$ cat src/rtl/pio_enc_pkg.sv
package pio_enc_pkg;

    localparam int          PHASE_MAX   = 16;
    localparam int          SETUP_SAT   = 5;
    localparam logic [7:0]  SETUP_RST   = 8'h40;
    localparam logic [7:0]  TIMING_RST  = 8'h3F;

    typedef enum logic [2:0] {
        ST_IDLE,
        ST_LAUNCH,
        ST_WAIT,
        ST_RESOLVE,
        ST_COMMIT
    } ctrl_state_e;

    typedef struct packed {
        logic chan;
        logic drive;
    } target_t;

    // Two-bit address-setup code from a count already saturated at 5.
    function automatic logic [1:0] enc_setup(input logic [2:0] cnt);
        logic [1:0] code;
        case (cnt)
            3'd3:                code = 2'b10;
            3'd4:                code = 2'b00;
            3'd5, 3'd6, 3'd7:    code = 2'b11;
            default:             code = 2'b01;
        endcase
        return code;
    endfunction

    // Four-bit recovery code from a count in 0..16.
    function automatic logic [3:0] enc_recovery(input logic [4:0] cnt);
        logic [3:0] code;
        if (cnt <= 5'd1)
            code = 4'hF;
        else if (cnt >= 5'(PHASE_MAX))
            code = 4'h0;
        else
            code = 4'(cnt - 5'd1);
        return code;
    endfunction

endpackage

$ cat src/rtl/seq_ceil_div.sv
module seq_ceil_div #(
    parameter int N = 10,
    parameter int D = 6
) (
    input  logic         clk,
    input  logic         rst,
    input  logic         start,
    input  logic [N-1:0] dividend,
    input  logic [D-1:0] divisor,
    output logic         done,
    output logic [N-1:0] result
);
    localparam int CW = (N > 1) ? $clog2(N) : 1;

    logic [N-1:0]  dvd_q;
    logic [N-1:0]  quo_q;
    logic [D:0]    rem_q;
    logic [D-1:0]  dvs_q;
    logic [CW-1:0] step_q;
    logic          run_q;

    logic [D:0]    rem_sh;
    logic          fits;
    logic [D:0]    rem_nx;

    always_comb begin
        rem_sh = {rem_q[D-1:0], dvd_q[N-1]};
        fits   = (rem_sh >= {1'b0, dvs_q});
        rem_nx = fits ? (rem_sh - {1'b0, dvs_q}) : rem_sh;
    end

    always_ff @(posedge clk) begin
        if (rst) begin
            dvd_q  <= '0;
            quo_q  <= '0;
            rem_q  <= '0;
            dvs_q  <= '0;
            step_q <= '0;
            run_q  <= 1'b0;
            done   <= 1'b0;
        end else begin
            done <= 1'b0;
            if (start && !run_q) begin
                dvd_q  <= dividend;
                dvs_q  <= divisor;
                quo_q  <= '0;
                rem_q  <= '0;
                step_q <= '0;
                run_q  <= 1'b1;
            end else if (run_q) begin
                dvd_q  <= dvd_q << 1;
                quo_q  <= {quo_q[N-2:0], fits};
                rem_q  <= rem_nx;
                step_q <= step_q + 1'b1;
                if (step_q == CW'(N - 1)) begin
                    run_q <= 1'b0;
                    done  <= 1'b1;
                end
            end
        end
    end

    // A nonzero remainder rounds the quotient up.
    assign result = quo_q + {{(N-1){1'b0}}, |rem_q};

endmodule

$ cat src/rtl/pio_count_ctrl.sv
module pio_count_ctrl
    import pio_enc_pkg::*;
#(
    parameter int NS_W  = 10,
    parameter int CLK_W = 6
) (
    input  logic             clk,
    input  logic             rst,
    input  logic             start,
    input  logic             chan_in,
    input  logic             drive_in,
    input  logic [NS_W-1:0]  setup_ns,
    input  logic [NS_W-1:0]  active_ns,
    input  logic [NS_W-1:0]  cycle_ns,
    input  logic [CLK_W-1:0] clk_ns,
    output logic             busy,
    output logic             commit,
    output target_t          target,
    output logic [NS_W-1:0]  fin_setup,
    output logic [4:0]       fin_active,
    output logic [4:0]       fin_rec
);
    localparam int OPS   = 4;
    localparam int IDX_W = $clog2(OPS);
    localparam int WIDE  = NS_W + 2;
    localparam logic [WIDE-1:0] LIMIT = WIDE'(PHASE_MAX);

    ctrl_state_e       state_q;
    logic [IDX_W-1:0]  idx_q;
    logic [NS_W-1:0]   ops_q [OPS];
    logic [NS_W-1:0]   quo_q [OPS];
    logic [CLK_W-1:0]  clk_q;

    logic [NS_W+1:0]   sum_sa;
    logic [NS_W-1:0]   rec_ns;
    logic              div_done;
    logic [NS_W-1:0]   div_res;

    // Recovery time in ns, floored at zero.
    always_comb begin
        sum_sa = {2'b00, setup_ns} + {2'b00, active_ns};
        rec_ns = ({2'b00, cycle_ns} > sum_sa) ? NS_W'({2'b00, cycle_ns} - sum_sa) : '0;
    end

    seq_ceil_div #(.N(NS_W), .D(CLK_W)) div_i (
        .clk      (clk),
        .rst      (rst),
        .start    (state_q == ST_LAUNCH),
        .dividend (ops_q[idx_q]),
        .divisor  (clk_q),
        .done     (div_done),
        .result   (div_res)
    );

    // Cycle constraint, spill of excess recovery, then limits.
    logic [WIDE-1:0] qs, qa, qc, qr, sa, rc2, rc, a_adj;
    logic [4:0]      rc_cl, a_cl;

    always_comb begin
        qs    = WIDE'(quo_q[0]);
        qa    = WIDE'(quo_q[1]);
        qc    = WIDE'(quo_q[2]);
        qr    = WIDE'(quo_q[3]);
        sa    = qs + qa;
        rc2   = (qc > sa) ? (qc - sa) : '0;
        rc    = (rc2 > qr) ? rc2 : qr;
        if (rc > LIMIT) begin
            a_adj = qa + (rc - LIMIT);
            rc_cl = 5'(PHASE_MAX);
        end else begin
            a_adj = qa;
            rc_cl = rc[4:0];
        end
        a_cl = (a_adj > LIMIT) ? 5'(PHASE_MAX) : a_adj[4:0];
    end

    always_ff @(posedge clk) begin
        if (rst) begin
            state_q    <= ST_IDLE;
            idx_q      <= '0;
            clk_q      <= '0;
            target     <= '0;
            fin_setup  <= '0;
            fin_active <= '0;
            fin_rec    <= '0;
            for (int i = 0; i < OPS; i++) begin
                ops_q[i] <= '0;
                quo_q[i] <= '0;
            end
        end else begin
            case (state_q)
                ST_IDLE: begin
                    if (start) begin
                        ops_q[0]     <= setup_ns;
                        ops_q[1]     <= active_ns;
                        ops_q[2]     <= cycle_ns;
                        ops_q[3]     <= rec_ns;
                        clk_q        <= clk_ns;
                        target.chan  <= chan_in;
                        target.drive <= drive_in;
                        idx_q        <= '0;
                        state_q      <= ST_LAUNCH;
                    end
                end
                ST_LAUNCH: state_q <= ST_WAIT;
                ST_WAIT: begin
                    if (div_done) begin
                        quo_q[idx_q] <= div_res;
                        if (idx_q == IDX_W'(OPS - 1)) begin
                            state_q <= ST_RESOLVE;
                        end else begin
                            idx_q   <= idx_q + 1'b1;
                            state_q <= ST_LAUNCH;
                        end
                    end
                end
                ST_RESOLVE: begin
                    fin_setup  <= quo_q[0];
                    fin_active <= a_cl;
                    fin_rec    <= rc_cl;
                    state_q    <= ST_COMMIT;
                end
                default: state_q <= ST_IDLE;
            endcase
        end
    end

    assign busy   = (state_q != ST_IDLE);
    assign commit = (state_q == ST_COMMIT);

endmodule

$ cat src/rtl/pio_reg_bank.sv
module pio_reg_bank
    import pio_enc_pkg::*;
#(
    parameter int NS_W = 10
) (
    input  logic            clk,
    input  logic            rst,
    input  logic            commit,
    input  target_t         target,
    input  logic [NS_W-1:0] fin_setup,
    input  logic [3:0]      active_nib,
    input  logic [4:0]      fin_rec,
    output logic            done,
    output logic [2:0][7:0] setup_bytes,
    output logic [3:0][7:0] timing_bytes
);
    localparam int PRI_DRIVES = 2;
    localparam int TIM_REGS   = 4;

    logic [7:0]      pri_q [PRI_DRIVES];
    logic [7:0]      sec_q;
    logic [7:0]      tim_q [TIM_REGS];
    logic [NS_W-1:0] sec_cnt [2];

    logic [NS_W-1:0] other_cnt, merged_cnt;
    logic [2:0]      own_sat, merged_sat;
    logic [7:0]      tim_word;

    function automatic logic [2:0] sat_setup(input logic [NS_W-1:0] c);
        return (c > NS_W'(SETUP_SAT)) ? 3'(SETUP_SAT) : c[2:0];
    endfunction

    always_comb begin
        other_cnt  = target.drive ? sec_cnt[0] : sec_cnt[1];
        merged_cnt = (fin_setup > other_cnt) ? fin_setup : other_cnt;
        own_sat    = sat_setup(fin_setup);
        merged_sat = sat_setup(merged_cnt);
        tim_word   = {active_nib, enc_recovery(fin_rec)};
    end

    for (genvar g = 0; g < PRI_DRIVES; g++) begin : g_pri
        always_ff @(posedge clk) begin
            if (rst)
                pri_q[g] <= SETUP_RST;
            else if (commit && !target.chan && (target.drive == g[0]))
                pri_q[g] <= {enc_setup(own_sat), pri_q[g][5:0]};
        end
    end

    always_ff @(posedge clk) begin
        if (rst) begin
            sec_q      <= SETUP_RST;
            sec_cnt[0] <= '0;
            sec_cnt[1] <= '0;
        end else if (commit && target.chan) begin
            sec_cnt[target.drive] <= fin_setup;
            sec_q <= {enc_setup(merged_sat), sec_q[5:0]};
        end
    end

    for (genvar g = 0; g < TIM_REGS; g++) begin : g_tim
        always_ff @(posedge clk) begin
            if (rst)
                tim_q[g] <= TIMING_RST;
            else if (commit && ({target.chan, target.drive} == 2'(g)))
                tim_q[g] <= tim_word;
        end
    end

    always_ff @(posedge clk) begin
        if (rst) done <= 1'b0;
        else     done <= commit;
    end

    always_comb begin
        setup_bytes[0] = pri_q[0];
        setup_bytes[1] = pri_q[1];
        setup_bytes[2] = sec_q;
        for (int i = 0; i < TIM_REGS; i++) timing_bytes[i] = tim_q[i];
    end

endmodule

$ cat src/rtl/pio_timing_encoder.sv
module pio_timing_encoder
    import pio_enc_pkg::*;
#(
    parameter int NS_W  = 10,
    parameter int CLK_W = 6
) (
    input  logic             clk,
    input  logic             rst,
    input  logic             start,
    input  logic             chan_sel,
    input  logic             drive_sel,
    input  logic [NS_W-1:0]  setup_ns,
    input  logic [NS_W-1:0]  active_ns,
    input  logic [NS_W-1:0]  cycle_ns,
    input  logic [CLK_W-1:0] clk_period_ns,
    output logic             busy,
    output logic             done,
    output logic [NS_W-1:0]  cnt_setup,
    output logic [4:0]       cnt_active,
    output logic [4:0]       cnt_recovery,
    output logic [2:0][7:0]  setup_bytes,
    output logic [3:0][7:0]  timing_bytes
);
    logic    commit;
    target_t target;

    pio_count_ctrl #(.NS_W(NS_W), .CLK_W(CLK_W)) ctrl_i (
        .clk        (clk),
        .rst        (rst),
        .start      (start),
        .chan_in    (chan_sel),
        .drive_in   (drive_sel),
        .setup_ns   (setup_ns),
        .active_ns  (active_ns),
        .cycle_ns   (cycle_ns),
        .clk_ns     (clk_period_ns),
        .busy       (busy),
        .commit     (commit),
        .target     (target),
        .fin_setup  (cnt_setup),
        .fin_active (cnt_active),
        .fin_rec    (cnt_recovery)
    );

    pio_reg_bank #(.NS_W(NS_W)) bank_i (
        .clk          (clk),
        .rst          (rst),
        .commit       (commit),
        .target       (target),
        .fin_setup    (cnt_setup),
        .active_nib   (cnt_active[3:0]),
        .fin_rec      (cnt_recovery),
        .done         (done),
        .setup_bytes  (setup_bytes),
        .timing_bytes (timing_bytes)
    );

endmodule

$ cat config.mk
export PLATFORM = sky130hd
export DESIGN_NAME = pio_timing_encoder
export DESIGN_NICKNAME = d
export VERILOG_FILES = /design/src/rtl/pio_enc_pkg.sv /design/src/rtl/seq_ceil_div.sv /design/src/rtl/pio_count_ctrl.sv /design/src/rtl/pio_reg_bank.sv /design/src/rtl/pio_timing_encoder.sv
export SDC_FILE = /design/constraint.sdc
export NUM_CORES = 1
export LEC_CHECK = 0
export ABC_CLOCK_PERIOD_IN_PS = 9600
export BUFFER_PORTS_ARGS = -buffer_cell sky130_fd_sc_hd__buf_2
export CAP_MARGIN = 20
export CORE_MARGIN = 2
export CORE_UTILIZATION = 50
export DETAILED_ROUTE_END_ITERATION = 7
export GPL_ROUTABILITY_DRIVEN = 0
export MAX_ROUTING_LAYER = met4
export PLACE_DENSITY = 0.69
export SLEW_MARGIN = 10
export SYNTH_ARGS = -nofsm -noshare
export SYNTH_HDL_FRONTEND = slang
export SYNTH_HIERARCHICAL = 1
export SYNTH_SLANG_ARGS = --single-unit
export TNS_END_PERCENT = 5
$ cat constraint.sdc
create_clock -name clk -period 9.6 [get_ports clk]
set_clock_uncertainty 0.2 [all_clocks]
set_input_delay 0.48 -clock clk [delete_from_list [all_inputs] [get_ports clk]]
set_output_delay 0.48 -clock clk [all_outputs]
set_load 0.02 [all_outputs]
Word level (Yosys, flattened, before mapping) --
Memories as Yosys holds them, arrays and structs flattened. A register that Yosys moved wholly into a read port is not among the register bits. Cells that the tools add are included.
Cells by class: $add $sub $neg 11, magnitude comparators 11, eq/ne operators 22, muxes and demuxes 82, bitwise operators 12, reduce and logical (&&, ||, !) cells 26
Operator list (count):
- 2-to-1 mux 10 bit | 11
- 2-to-1 mux 8 bit | 6
- 2-to-1 mux 1 bit | 38
- 2-to-1 mux 12 bit | 3
- equality test 3 bit (second input constant) | 9
- greater-than comparator 12 x 5 -> 1 bit (second input constant) | 2
- adder 10 x 10 -> 11 bit | 2
- 2-to-1 mux 2 bit | 11
- greater-than comparator 10 x 3 -> 1 bit (second input constant) | 2
- OR reduction 10 bit | 2
- adder 10 x 12 -> 12 bit | 1
- equality test 3 x 2 -> 1 bit (second input constant) | 4
- greater-than comparator 10 x 12 -> 1 bit | 1
- greater-than comparator 12 x 10 -> 1 bit | 1
- 2-to-1 mux 3 bit | 4
- one-hot mux 2 bit (3 select lines) | 2
- one-hot mux 3 bit (4 select lines) | 1
- subtractor 10 x 12 -> 12 bit | 1
- subtractor 12 x 5 -> 12 bit (second input constant) | 1
- greater-than comparator 10 x 11 -> 1 bit | 1
- adder 10 x 1 -> 10 bit | 1
- greater-than comparator 10 bit | 1
- 2-to-1 mux 5 bit | 2
- bitwise OR 1 bit | 10
- 28 further kinds | 47
Word-level totals: register bits after elaboration 75, RAM bits 148, output and inout port bits 78, memories kept 5
Memories:
- ctrl_i.ops_q | words 4, bits a word 10, rd ports 1, clocked after memory_dff 1, write ports 4, RTL line pio_count_ctrl.sv:30 | logic [NS_W-1:0] ops_q [OPS];
- ctrl_i.quo_q | words 4, bits a word 10, rd ports 4, clocked after memory_dff 0, write ports 4, RTL line pio_count_ctrl.sv:31 | logic [NS_W-1:0] quo_q [OPS];
- bank_i.tim_q | words 4, bits a word 8, rd ports 4, clocked after memory_dff 0, write ports 4, RTL line pio_reg_bank.sv:22 | logic [7:0] tim_q [TIM_REGS];
- bank_i.sec_cnt | words 2, bits a word 10, rd ports 2, clocked after memory_dff 0, write ports 2, RTL line pio_reg_bank.sv:23 | logic [NS_W-1:0] sec_cnt [2];
- bank_i.pri_q | words 2, bits a word 8, rd ports 2, clocked after memory_dff 0, write ports 2, RTL line pio_reg_bank.sv:20 | logic [7:0] pri_q [PRI_DRIVES];

Longest topological paths before layout --
An unclocked memory read counts as a cell.
word-level depth 11, gate-level depth with buffers 41

Modules after synthesis --
The synthesis kept the hierarchy.
Modules (own cells, without submodules):
- pio_count_ctrl | times used 1, cells each 738, area an instance 7450.9 um2, seq. area each 3103.0 um2
- pio_reg_bank | times used 1, cells each 249, area an instance 2967.8 um2, seq. area each 1741.7 um2
- seq_ceil_div | times used 1, cells each 236, area an instance 2043.2 um2, seq. area each 780.7 um2

Worst setup path before layout --
OpenSTA, ideal clock, no wires.
kind register to register, from mem ctrl_i.quo_q[1][1], to reg ctrl_i.fin_active[3], library setup time 0.088 ns, arrival time 7.924 ns, data required time 9.312 ns, setup slack 1.388 ns, stages on the path, launching flop included 38, path buffers 1, clock period less this slack 8.212 ns, path through edfxtp_1 ha_1 a21o_1 a21oi_1 o21bai_1 a21oi_1 o21bai_1 a21oi_1 o21bai_1 a21oi_1 xor2_1 ha_1 nand4_1 nor3_1 or4_1 a2111o_1 buf_2 nor2b_1 [2 not listed] o21ai_0 a21oi_1 nor3_1 a21oi_1 o32ai_4 mux2_2 ha_1 ha_1 fa_1 a211oi_1 o21bai_1 a21oi_1 a21oi_1 or3_1 a21oi_1 and3_1 nand3_1 a311oi_2
RTL lines:
- start: declaration | RTL line pio_count_ctrl.sv:31
- end signal: assignment | RTL line pio_count_ctrl.sv:119 | fin_active <= a_cl;
- end: declaration | RTL line pio_count_ctrl.sv:20 | output logic [4:0] fin_active,

==> metrics.cfg <==
[status]
outcome=completed

[layout]
nets=1457
final_cell_mix=136 x edfxtp_1, 105 x nand2_1, 100 x buf_2, 93 x ha_1, 91 x a21oi_1
layout_commonest_cell=edfxtp_1
final_util_pct=57.1
areaGrowthSynthToFinish_pct=11.8
final_cells=1658
drive_above_1_share_pct=13.6
fillCellCount=2142
diodes=0

[setup_path]
required_ns=9.84
worstPathMaxFanout=15
crit_top_cell=a21oi_1
start_kind=flip-flop
worst-setup-path-type=flip-flop to flip-flop
crit_slowest_cell=a2111o_1
critPathCaptureType=flip-flop
critical_path.top_delay_family=compound AO/OA/AOI/OAI gates
crit_buf_inv=0
critPathMaxStageDelay_ns=0.55
crit_arrival_ns=9.27

[power]
power_mw=2.42
power.density_nw_per_um2=174
cellLeakagePower_nw=5.57
max-vdd-ir-drop_uv=93.8

[synth]
syn-cell-area_um2=12500
synthDistinctLibCells=76
synth_cells=1223
synthArstFlopShare_pct=0
ys_seq_elements=213
synth_top_cell_area_share_pct=32.8
yosysTopAreaCell=edfxtp_1
yosysWarnings=6
ys.flop_type=edfxtp_1
avgSynthCellArea_um2=10.2
synth_seq_area_share_pct=45.1
synth_edf_count=136
yosys-top-cells-area=edfxtp_1 33%, dfxtp_1 12%, ha_1 9.3%, and2_1 4.1%, a21oi_1 3.7%

[sta]
timing.fmax_mhz=111
worst_slack_ns=0.572
fin_setup_tns_ns=0
fin_crit_ns=9.03
slew_violations=0
grt_setup_unrepaired=no
finalHoldViolations=0
maxSlewHeadroom_pct=29.1
fin_crit_sh_pct=94.0
setup_viol=0
worst_slew_pin_slew_ns=1.06

[clock_tree]
cts_tree=built
clk_latency_ns=0.52
post-cts-setup-buffers=0
cts_root_buf=clkbuf_16
clk_pin_slew_ns=0.06
ctsHtreeMaxLevel=1
numClockSinks=213
cts_buffer_depth=3
numCtsBuffers=23
cts-resized-gates=0
cts_hold_buf=6

[global_routing]
grtUsageTotal_pct=21.2
antenna_found_initial=0
grt_pass1_wl_um=43800
grt-ovfl-total=0
grt_start_max_net_pins=56
grt_pass1_vias=8634

[route]
first_pass_iters=5
via_per_inst=5.48
drt.antenna.violating_nets=0
drtIter0Drc=638
via_count=9089
routedWlPerCell_um=16.4
wl_um=27100
drc=0

[placement]
port_buffers=100
placedCellCount=1610
post-place-ws_ns=0.710
hpwlAfterDp_um=20500

[min_path]
worstHoldPathType=input pin to flip-flop

[floorplanning]
row_count=57
dieHeight_um=162
pin_count=119
start_util_pct=51.1
coreArea_um2=24400
die_w_um=162
dieArea_um2=26200

[job]
drv_cap=0

[worst register-to-register path: cells and delay by family, from the launching register on]
family / cells / cell delay [ns]
compound gates: 18 / 3.72
simple gates: 10 / 2.22
fa+ha+maj: 6 / 1.84
flops: 1 / 0.45
mux: 1 / 0.39
xor+xnor: 1 / 0.16
[registers in the layout (all words and copies together) (netlist names), named ones only]
| signal | count |
|---|---|
| bank_i/tim_q | 32 |
| ctrl_i/fin_active | 5 |
| ctrl_i/div_i/dvs_q | 6 |
| ctrl_i/div_i/run_q | 1 |
| ctrl_i/div_i/rem_q | 7 |
| ctrl_i/div_i/dvd_q | 10 |
| ctrl_i/div_i/done | 1 |
| bank_i/sec_cnt | 20 |
| ctrl_i/div_i/quo_q | 10 |
| ctrl_i/ops_q | 40 |
| ctrl_i/fin_rec | 5 |
| ctrl_i/state_q | 3 |
| ctrl_i/div_i/step_q | 4 |
| bank_i/sec_q | 2 |
| bank_i/pri_q | 4 |
| ctrl_i/quo_q | 40 |
| ctrl_i/clk_q | 6 |
| ctrl_i/idx_q | 2 |
| ctrl_i/fin_setup | 10 |
| bank_i/done | 1 |
| ctrl_i/target | 2 |
[metal layers]
layer	vias up	GRT usage (%)	wire [µm]
li1	4538	-	-
met4	0	5.43	524
met2	261	35.6	13000
met1	4257	27.5	12200
met3	33	2.68	1380
met5	-	-	0
[synthesized netlist by cell type (4+ instances only)]
cell	instances
nand2b_1	15
nor2b_1	19
mux2_2	4
and3_1	30
nor3_1	24
o211ai_1	9
o21ai_0	33
or2_2	4
edfxtp_1	136
nor4_1	10
and2_1	81
or3_1	9
ha_1	93
inv_1	66
buf_6	5
a21o_1	14
nand3_1	26
nand3b_1	7
mux2i_1	37
or3b_1	4
a211oi_1	7
a21oi_1	91
clkbuf_1	33
fa_1	6
mux4_2	10
buf_4	19
nand4b_1	4
xnor2_1	26
xor2_1	17
nor2_1	89
o21bai_1	19
nand4_1	11
buf_2	4
a21boi_0	5
nand2_1	105
nor3b_1	14
dfxtp_1	77
[metrics by stage]
step / instance area (µm²) / hold WS (ns)
6_report: 13900 / 0.0226
3_5_place_dp: 13100 / 0.250
5_1_grt: 13900 / 0.0210
2_1_floorplan: 12500 / 0.232
3_3_place_gp: 13100 / 0.243
4_1_cts: 13900 / 0.00755
[cells by family after synthesis]
logic type	synth area share (%)
AND/OR/NAND/NOR	19.6
adder cells (fa/ha/maj)	10.3
flip-flops	45.1
multiplexers	5.38
XOR/XNOR	3.02
AO/OA/AOI/OAI	11.6
other	0.0603
buffers and inverters	4.89
[power by group]
part           switching (mW)  internal, mW
Combinational           0.313         0.221
Sequential             0.0294          1.01
Clock                   0.354         0.491
Total                   0.696          1.72
[cell type report]
cell class                 instances  area (µm²)  share of cell area, %
clock buffer                      35         681                   4.88
clock inverter                     7        51.3                  0.368
inverter                          66         248                   1.78
multi-input combinational        899        6300                   45.2
sequential                       213        5630                   40.4
tap                              324         405                   2.91
timing repair buffer             114         621                   4.45
[worst paths after layout]
kind / start / end / slack [ns] / cells after the start
max: ctrl_i/quo_q[1][1]$_SDFFCE_PN0P_ / ctrl_i/fin_active[3]$_SDFFE_PP0N_ / 0.57 / 36
min: drive_sel / ctrl_i/target[0]$_SDFFE_PP0P_ / 0.02 / 3
max reg2reg: ctrl_i/quo_q[1][1]$_SDFFCE_PN0P_ / ctrl_i/fin_active[3]$_SDFFE_PP0N_ / 0.57 / 36
min reg2reg: ctrl_i/clk_q[3]$_SDFFE_PP0P_ / ctrl_i/div_i/dvs_q[3]$_SDFFE_PP0P_ / 0.26 / 2
(Power assumes the default switching activity.)
